### config.mk
export PLATFORM = sky130hd
export DESIGN_NAME = hostif_mode_ctrl
export DESIGN_NICKNAME = d
export VERILOG_FILES = /design/src/rtl/hmc_pkg.sv /design/src/rtl/hmc_mode_decode.sv /design/src/rtl/hmc_quiesce_fsm.sv /design/src/rtl/hmc_resp_gen.sv /design/src/rtl/hostif_mode_ctrl.sv
export SDC_FILE = /design/constraint.sdc
export NUM_CORES = 1
export LEC_CHECK = 0
export ABC_AREA = 1
export BUFFER_PORTS_ARGS = -buffer_cell sky130_fd_sc_hd__buf_2
export CAP_MARGIN = 15
export CORE_AREA = 10 10 51 53
export CTS_CLUSTER_DIAMETER = 150
export DETAILED_ROUTE_END_ITERATION = 8
export DIE_AREA = 0 0 61 63
export PLACE_DENSITY = 0.72
export SLEW_MARGIN = 20
export SYNTH_ARGS = -nofsm -noshare
export SYNTH_HDL_FRONTEND = slang
export SYNTH_SLANG_ARGS = --single-unit
### constraint.sdc
create_clock -name clk -period 1.8 [get_ports clk]
set_clock_uncertainty 0.15 [all_clocks]
set_input_delay 0.18 -clock clk [delete_from_list [all_inputs] [get_ports clk]]
set_output_delay 0.18 -clock clk [all_outputs]
set_load 0.03 [all_outputs]
### src/rtl/hmc_pkg.sv
package hmc_pkg;
  localparam int MODE_W = 3;
  localparam int KIND_W = 2;

  typedef enum logic [MODE_W-1:0] {
    MODE_SHUT    = 3'd0,
    MODE_PCI     = 3'd1,
    MODE_UB      = 3'd2,
    MODE_EUB     = 3'd3,
    MODE_GPIO    = 3'd4,
    MODE_SELFCFG = 3'd5,
    MODE_RSV6    = 3'd6,
    MODE_RSV7    = 3'd7
  } mode_e;

  typedef enum logic [KIND_W-1:0] {
    TK_NONE = 2'd0,
    TK_MEM  = 2'd1,
    TK_CFG  = 2'd2,
    TK_IO   = 2'd3
  } txn_kind_e;

  typedef enum logic [1:0] {
    CS_OFF  = 2'd0,
    CS_ON   = 2'd1,
    CS_WAIT = 2'd2
  } ctl_state_e;
endpackage

### src/rtl/hmc_mode_decode.sv
module hmc_mode_decode
  import hmc_pkg::*;
(
  input  logic [MODE_W-1:0] code,
  output logic              code_ok,
  output logic              code_shut
);
  mode_e m;
  always_comb begin
    m = mode_e'(code);
    code_ok   = 1'b1;
    code_shut = 1'b0;
    case (m)
      MODE_SHUT:                    code_shut = 1'b1;
      MODE_RSV6, MODE_RSV7:         code_ok   = 1'b0;
      default:                      code_ok   = 1'b1;
    endcase
  end
endmodule

### src/rtl/hmc_quiesce_fsm.sv
module hmc_quiesce_fsm
  import hmc_pkg::*;
(
  input  logic              clk,
  input  logic              rst_n,
  input  logic              wr,
  input  logic [MODE_W-1:0] wdata,
  input  logic              wr_ok,
  input  logic              wr_shut,
  input  logic              mst_active,
  input  logic              tgt_sel,
  input  logic [KIND_W-1:0] txn_kind,
  input  logic              bus_idle,
  output logic [MODE_W-1:0] mode_o,
  output logic              active_o,
  output logic              mterm_o,
  output logic              disc_o,
  output logic              in_off_o
);
  ctl_state_e        st;
  mode_e             mode_q;
  mode_e             pend_m;
  logic              pend_v;
  logic              act_q;
  logic              mterm_q;
  logic              disc_q;
  logic              tgt_mem;
  logic              tgt_cfg;
  logic              go_on;

  assign tgt_mem = tgt_sel && (txn_kind_e'(txn_kind) == TK_MEM);
  assign tgt_cfg = tgt_sel && (txn_kind_e'(txn_kind) == TK_CFG);
  assign go_on   = wr && wr_ok && !wr_shut;

  always_ff @(posedge clk or negedge rst_n) begin
    if (!rst_n) begin
      st      <= CS_OFF;
      mode_q  <= MODE_SHUT;
      pend_m  <= MODE_SHUT;
      pend_v  <= 1'b0;
      act_q   <= 1'b0;
      mterm_q <= 1'b0;
      disc_q  <= 1'b0;
    end else begin
      mterm_q <= 1'b0;
      disc_q  <= 1'b0;
      case (st)
        CS_OFF: begin
          if (wr && wr_ok && wr_shut) begin
            pend_v <= 1'b0;
          end else if (go_on) begin
            mode_q <= mode_e'(wdata);
            act_q  <= 1'b1;
            pend_v <= 1'b0;
            st     <= CS_ON;
          end else if (pend_v) begin
            mode_q <= pend_m;
            act_q  <= 1'b1;
            pend_v <= 1'b0;
            st     <= CS_ON;
          end
        end
        CS_ON: begin
          if (wr && wr_ok) begin
            if (wr_shut) begin
              mode_q <= MODE_SHUT;
              if (mst_active) begin
                mterm_q <= 1'b1;
                st      <= CS_WAIT;
              end else if (tgt_mem) begin
                disc_q <= 1'b1;
                st     <= CS_WAIT;
              end else if (tgt_cfg) begin
                st <= CS_WAIT;
              end else begin
                act_q <= 1'b0;
                st    <= CS_OFF;
              end
            end else begin
              mode_q <= mode_e'(wdata);
            end
          end
        end
        CS_WAIT: begin
          if (go_on) begin
            pend_v <= 1'b1;
            pend_m <= mode_e'(wdata);
          end else if (wr && wr_ok && wr_shut) begin
            pend_v <= 1'b0;
          end
          if (bus_idle) begin
            act_q <= 1'b0;
            st    <= CS_OFF;
          end
        end
        default: st <= CS_OFF;
      endcase
    end
  end

  assign mode_o   = mode_q;
  assign active_o = act_q;
  assign mterm_o  = mterm_q;
  assign disc_o   = disc_q;
  assign in_off_o = (st == CS_OFF);


  activate_chk: assert property (@(posedge clk) disable iff (!rst_n)
    (st == CS_OFF && go_on) |=> (act_q && mode_q == mode_e'($past(wdata))));


  rsv_ignored_chk: assert property (@(posedge clk) disable iff (!rst_n)
    (st == CS_ON && wr && !wr_ok) |=> $stable(mode_q));


  mterm_pulse_chk: assert property (@(posedge clk) disable iff (!rst_n)
    mterm_q |=> !mterm_q);


  disc_pulse_chk: assert property (@(posedge clk) disable iff (!rst_n)
    disc_q |=> !disc_q);


  wait_hold_chk: assert property (@(posedge clk) disable iff (!rst_n)
    (st == CS_WAIT && !bus_idle) |=> act_q);


  quick_off_chk: assert property (@(posedge clk) disable iff (!rst_n)
    (st == CS_ON && wr && wr_shut && !mst_active && !tgt_sel) |=> (!act_q && !mterm_q && !disc_q));


  cfg_untouched_chk: assert property (@(posedge clk) disable iff (!rst_n)
    (st == CS_ON && wr && wr_shut && tgt_cfg && !mst_active) |=> (!disc_q && !mterm_q && act_q));


  pend_apply_chk: assert property (@(posedge clk) disable iff (!rst_n)
    (st == CS_OFF && pend_v && !wr) |=> (act_q && mode_q == $past(pend_m)));
endmodule

### src/rtl/hmc_resp_gen.sv
module hmc_resp_gen
  import hmc_pkg::*;
(
  input  logic              in_off,
  input  logic              disc,
  input  logic              tgt_sel,
  input  logic [KIND_W-1:0] txn_kind,
  input  logic [MODE_W-1:0] mode,
  output logic              tgt_retry,
  output logic              path_clr,
  output logic              low_power
);
  logic kind_retry;
  always_comb begin
    case (txn_kind_e'(txn_kind))
      TK_MEM, TK_CFG: kind_retry = 1'b1;
      default:        kind_retry = 1'b0;
    endcase
  end

  assign tgt_retry = disc | (in_off & tgt_sel & kind_retry);
  assign path_clr  = in_off;
  assign low_power = in_off | (mode_e'(mode) == MODE_GPIO);
endmodule

### src/rtl/hostif_mode_ctrl.sv
module hostif_mode_ctrl
  import hmc_pkg::*;
(
  input  logic              clk,
  input  logic              rst_n,
  input  logic              mode_wr,
  input  logic [MODE_W-1:0] mode_wdata,
  input  logic              mst_active,
  input  logic              tgt_sel,
  input  logic [KIND_W-1:0] txn_kind,
  input  logic              bus_idle,
  output logic              mst_term,
  output logic              tgt_retry,
  output logic              host_active,
  output logic [MODE_W-1:0] cur_mode,
  output logic              low_power,
  output logic              path_clr
);
  logic wr_ok;
  logic wr_shut;
  logic in_off;
  logic disc;

  hmc_mode_decode u_dec (
    .code      (mode_wdata),
    .code_ok   (wr_ok),
    .code_shut (wr_shut)
  );

  hmc_quiesce_fsm u_fsm (
    .clk        (clk),
    .rst_n      (rst_n),
    .wr         (mode_wr),
    .wdata      (mode_wdata),
    .wr_ok      (wr_ok),
    .wr_shut    (wr_shut),
    .mst_active (mst_active),
    .tgt_sel    (tgt_sel),
    .txn_kind   (txn_kind),
    .bus_idle   (bus_idle),
    .mode_o     (cur_mode),
    .active_o   (host_active),
    .mterm_o    (mst_term),
    .disc_o     (disc),
    .in_off_o   (in_off)
  );

  hmc_resp_gen u_resp (
    .in_off    (in_off),
    .disc      (disc),
    .tgt_sel   (tgt_sel),
    .txn_kind  (txn_kind),
    .mode      (cur_mode),
    .tgt_retry (tgt_retry),
    .path_clr  (path_clr),
    .low_power (low_power)
  );


  off_retry_chk: assert property (@(posedge clk) disable iff (!rst_n)
    (!host_active && tgt_sel && (txn_kind == 2'd1 || txn_kind == 2'd2)) |-> (tgt_retry && path_clr));


  low_power_chk: assert property (@(posedge clk) disable iff (!rst_n)
    low_power == (!host_active || cur_mode == 3'd4));


  no_dual_strobe_chk: assert property (@(posedge clk) disable iff (!rst_n)
    mst_term |-> !tgt_retry);
endmodule

* Word level (Yosys, flattened, before mapping)
Index checks and enable logic that the tools add are counted.
** Word-level totals
- Bits of input ports :: 11
- Word-level logic and storage cells :: 86
- Output and inout port bits :: 8
- Bits in registers :: 12
** Operators by class
- Multiplexer cells :: 41
- Bitwise gates (word level) :: 4
- Reductions and logical operators :: 18
- Equality and inequality tests :: 16
** Operators by type and width (count)
- 1-bit 2-to-1 mux :: 23
- 2-bit 2-to-1 mux :: 9
- 3-bit 2-to-1 mux :: 5
- 2-bit != test, second input constant :: 5
- 3-bit == test, second input constant :: 3
- 9-bit AND reduction :: 1
- 2-bit one-hot mux with 3 select lines :: 1
- 3-bit one-hot mux with 2 select lines :: 1
- 1-bit logical AND :: 5
- 5-bit AND reduction :: 1
- 2-bit by 1-bit == test with 1-bit output, second input constant :: 2
- 2-bit == test, second input constant :: 2
- 2-bit by 1-bit != test with 1-bit output, second input constant :: 2
- 2-bit AND reduction :: 2
- 4-bit AND reduction :: 1
- 2-bit nonzero test :: 2
- 2-bit OR reduction :: 2
- 3-bit zero test :: 1
- 3-bit by 1-bit != test with 1-bit output, second input constant :: 1
- 3-bit != test, second input constant :: 1
- 1-bit one-hot mux with 3 select lines :: 1
- 3-bit nonzero test :: 1
- 1-bit AND :: 2
- 2-bit zero test :: 1
- 3 further kinds :: 4

* Longest topological paths before layout
- Depth in word-level cells :: 8
- Gate-level depth with buffers :: 9
- Gate-level depth less buffers :: 9

* Cells and area by module
A second synthesis with hierarchy kept.
** Unflattened totals
- Cell total of the unflattened synthesis :: 123
- Area total of the unflattened synthesis :: 849.6 µm²
** By module, submodules not included
- hmc_quiesce_fsm :: area an instance 774.5 µm², instances 1, seq. area each 300.3 µm², cells each 106
- hmc_resp_gen :: area an instance 53.8 µm², instances 1, seq. area each 0.0 µm², cells each 12
- hmc_mode_decode :: area an instance 21.3 µm², instances 1, seq. area each 0.0 µm², cells each 5

* Worst setup path after synthesis
Ideal clock, no wire load.
- Kind :: reg-to-output
- From :: reg u_fsm.st[0]
- To :: out tgt_retry
- Stages on the path, launching flop included :: 5
- Data required time :: 1.470 ns
- Arrival :: 1.454 ns
- Buffers on the path :: 0
- Path slack :: 0.016 ns
- Cells stage by stage :: dfrtp_1 -> inv_1 -> ha_1 -> nand2_1 -> o21bai_1
** Between the ends
- Longest elaborated chain between the ends :: 4
** RTL lines
- from (decl) :: line hmc_quiesce_fsm.sv:20 : ctl_state_e st;
- from (signal assigned) :: line hmc_quiesce_fsm.sv:37 : st <= CS_OFF;
- from (signal assigned) :: line hmc_quiesce_fsm.sv:55 : st <= CS_ON;
- from (signal assigned) :: line hmc_quiesce_fsm.sv:60 : st <= CS_ON;
- 2-bit zero test :: line hmc_quiesce_fsm.sv:105 : assign in_off_o = (st == CS_OFF);
- net path_clr :: line hostif_mode_ctrl.sv:17 : output logic path_clr
- 1-bit AND (2 in series) :: line hmc_resp_gen.sv:21 : assign tgt_retry = disc | (in_off & tgt_sel & kind_retry);
- 1-bit OR :: line hmc_resp_gen.sv:21
- to (decl) :: line hostif_mode_ctrl.sv:13 : output logic tgt_retry,
The timed path passes the listed nets, and every way through them passes these cells.

* Final worst setup path
- From :: reg u_fsm.st[0]
- To :: out low_power
** Between the ends
- Longest elaborated chain between the ends :: 2
** RTL lines
- 2-bit zero test :: line hmc_quiesce_fsm.sv:105
- 1-bit OR :: line hmc_resp_gen.sv:23 : assign low_power = in_off | (mode_e'(mode) == MODE_GPIO);
- to (decl) :: line hostif_mode_ctrl.sv:16 : output logic low_power,
Every way passes these cells.

==> summary.md <==
| Metric | Value |
|---|---|
| Status | finished clean |
| Placed Instances | 138 |
| Cells after synthesis | 103 |
| WL per Instance | 12.39 um |
| Area Overhead vs Synth | 27.97% |
| Final Power | 0.001634 W |
| Peak Freq | 574.4 MHz |
| Post-route ant nets | 0 |
| Endpoints failing setup | 0 |
| Port Buffers | 18 |
| Remaining Overflow, GRT | 0 |
| First-pass GRT wire length | 2.815 mm |
| Via density | 4.986 |
| Tmin final | 1.741 ns |
| Synth cell types | 20 |
| # DRC | 0 |
| Tightest Pin Transition | 0.2769 ns |
| Routed WL | 1.834 mm |
| Most frequent cells in the layout | nand2_1, buf_2, dfrtp_1 |
| Seq/Total Area, Yosys | 0.3859 |
| Worst slew margin | 0.8154 |
| Final period utilization | 0.9672 |
| Power density cells | 1641 nW/um^2 |
| Crit start category | flop |
| CTS Sinks | 12 |
| Worst hold margin | 0.04082 ns |
| IO Pins | 19 |
| Tightest Hold Check Type | input port to flop |
| Initial Utilization | 0.4712 |
| H-tree depth | 1 |
| Worst IR drop on VDD | 728.5 uV |
| RSZ-0062 raised after global routing | false |
| Die area | 3843 um^2 |
| Initial antenna violation count | 0 |
| Worst path arrival time | 1.41 ns |
| Die Width | 61 um |
| Netlist Area Pre-Place | 778.2 um^2 |
| CP endpoint kind | primary output |
| TritonCTS buffer count | 3 |
| Synth Register Bits | 12 |
| GRT Overall Usage | 0.09229 |
| Worst hold stages | 3 |
| Worst-path fanout max | 5 |
| Final Wtd Congestion | 0.8139 |
| CP Class | flop to primary output |
| Final Non-Filler Cells | 148 |
| Final Hold Viols | 0 |
| Final layout net count | 149 |
| Worst Slack Setup Final | 0.05899 ns |
| Most common cell after layout, fill and taps aside | nand2_1 |
| Vias in the first global route | 654 |
| Largest net degree at the start of global routing | 13 |
| Max-slew violation count | 0 |
| DRT Pass-1 Iters | 4 |
| Final HPWL from detailed placement | 1.409 mm |
| CTS tree | done |
| Ys Warns | 0 |
| Max_cap viols | 0 |
| Row count | 15 |
| Filler Cell Count | 153 |
| Place WS | 0.08055 ns |
| Syn avg cell area | 7.556 um^2 |
| Clock Tree Root | clkbuf_4 |
| Final TNS setup | 0 ns |
| Worst r2r path cells | 8 |
| Core outline area | 1652 um^2 |
| Clock buffer depth | 2 |
| Worst skew pair latency | 0.28 ns |
| Syn_nets | 120 |
| Initial drt markers | 18 |
| Die Y | 63 um |
| Layout cells sized above 1 | 0.3206 |
| Worst EP required | 1.47 ns |
| Leakage dissipation | 0.5671 nW |
| Worst-path clk slew | 0.08 ns |
| Inserted Diodes | 0 |
| Vias | 738 |
==> sequential cells by signal, indices dropped and copies added, names as in the netlist <==
register	cells
u_fsm.pend_m	3
u_fsm.mterm_o	1
u_fsm.active_o	1
u_fsm.pend_v	1
u_fsm.st	2
u_fsm.mode_o	3
u_fsm.disc_o	1
==> final timing paths <==
check	slack, ns	start	end
max	0.06	u_fsm.st[0]	low_power
min	0.04	mode_wdata[2]	u_fsm.pend_m[2]
max reg2reg	0.14	u_fsm.st[1]	u_fsm.active_o
min reg2reg	0.33	u_fsm.active_o	u_fsm.active_o
max in group asynchronous	1.13	rst_n	u_fsm.pend_m[2]
min in group asynchronous	0.15	rst_n	u_fsm.active_o
==> area by class of cell <==
type                       count  area [um^2]  share of cell area
inverter                      13        48.80             0.04899
tap                           17        21.27             0.02136
multi-input combinational     78        444.2              0.4460
clock buffer                   4        36.28             0.03643
timing repair buffer          24        145.1              0.1457
sequential                    12        300.3              0.3015
==> through the flow <==
stage | instance area [um^2] | util
6_report | 996.0 | 0.6030
3_3_place_gp | 889.6 | 0.5386
2_1_floorplan | 778.2 | -
4_1_cts | 950.9 | 0.5758
5_1_grt | 996.0 | 0.6030
3_5_place_dp | 889.6 | 0.5386
==> cells in the mapped netlist (all sizes together) <==
cell / instances / share of area
a21oi: 2 / 0.013
dfrtp: 12 / 0.39
ha: 6 / 0.096
inv: 13 / 0.063
nand2: 45 / 0.25
nand3: 10 / 0.071
nand4: 1 / 0.0080
nor2: 4 / 0.032
nor3: 1 / 0.0064
nor4: 1 / 0.0080
o211ai: 1 / 0.0096
o21ai: 5 / 0.042
o21bai: 2 / 0.019
==> worst max-delay path, cell delays in order, from the launching register on <==
cell and delay [ns]:
dfrtp_1 0.42, inv_1 0.12, ha_4 0.20, inv_1 0.16, nand2_1 0.08, buf_4 0.17
==> where the power goes <==
part,internal [W],switching (W)
clock network,0.000123,0.0000984
registers,0.000372,0.0000675
logic,0.000354,0.000619
==> kinds of logic after synthesis <==
family,count (synthesis),share of synthesized area
adder cells (fa/ha/maj),6,0.09646
buffers and inverters,13,0.06271
AND/OR/NAND/NOR,62,0.3714
flip-flops,12,0.3859
AO/OA/AOI/OAI,10,0.08360
==> layer usage <==
layer  global-route usage  wire [um]  vias to the layer above
li1                     -          -                      383
met1               0.1168        832                      322
met2               0.1314        793                       26
met3              0.03252        151                        7
met4              0.04670         56                        0
met5                    0          0                        -
==> timing repair <==
action	in CTS	in global routing
setup endpoints to repair	2	5
setup buffers	0	4
endpoints found under the hold margin	13	0
gates resized for setup	2	3
hold buffers	2	0
gates cloned	0	0
(Power assumes the default switching activity.)
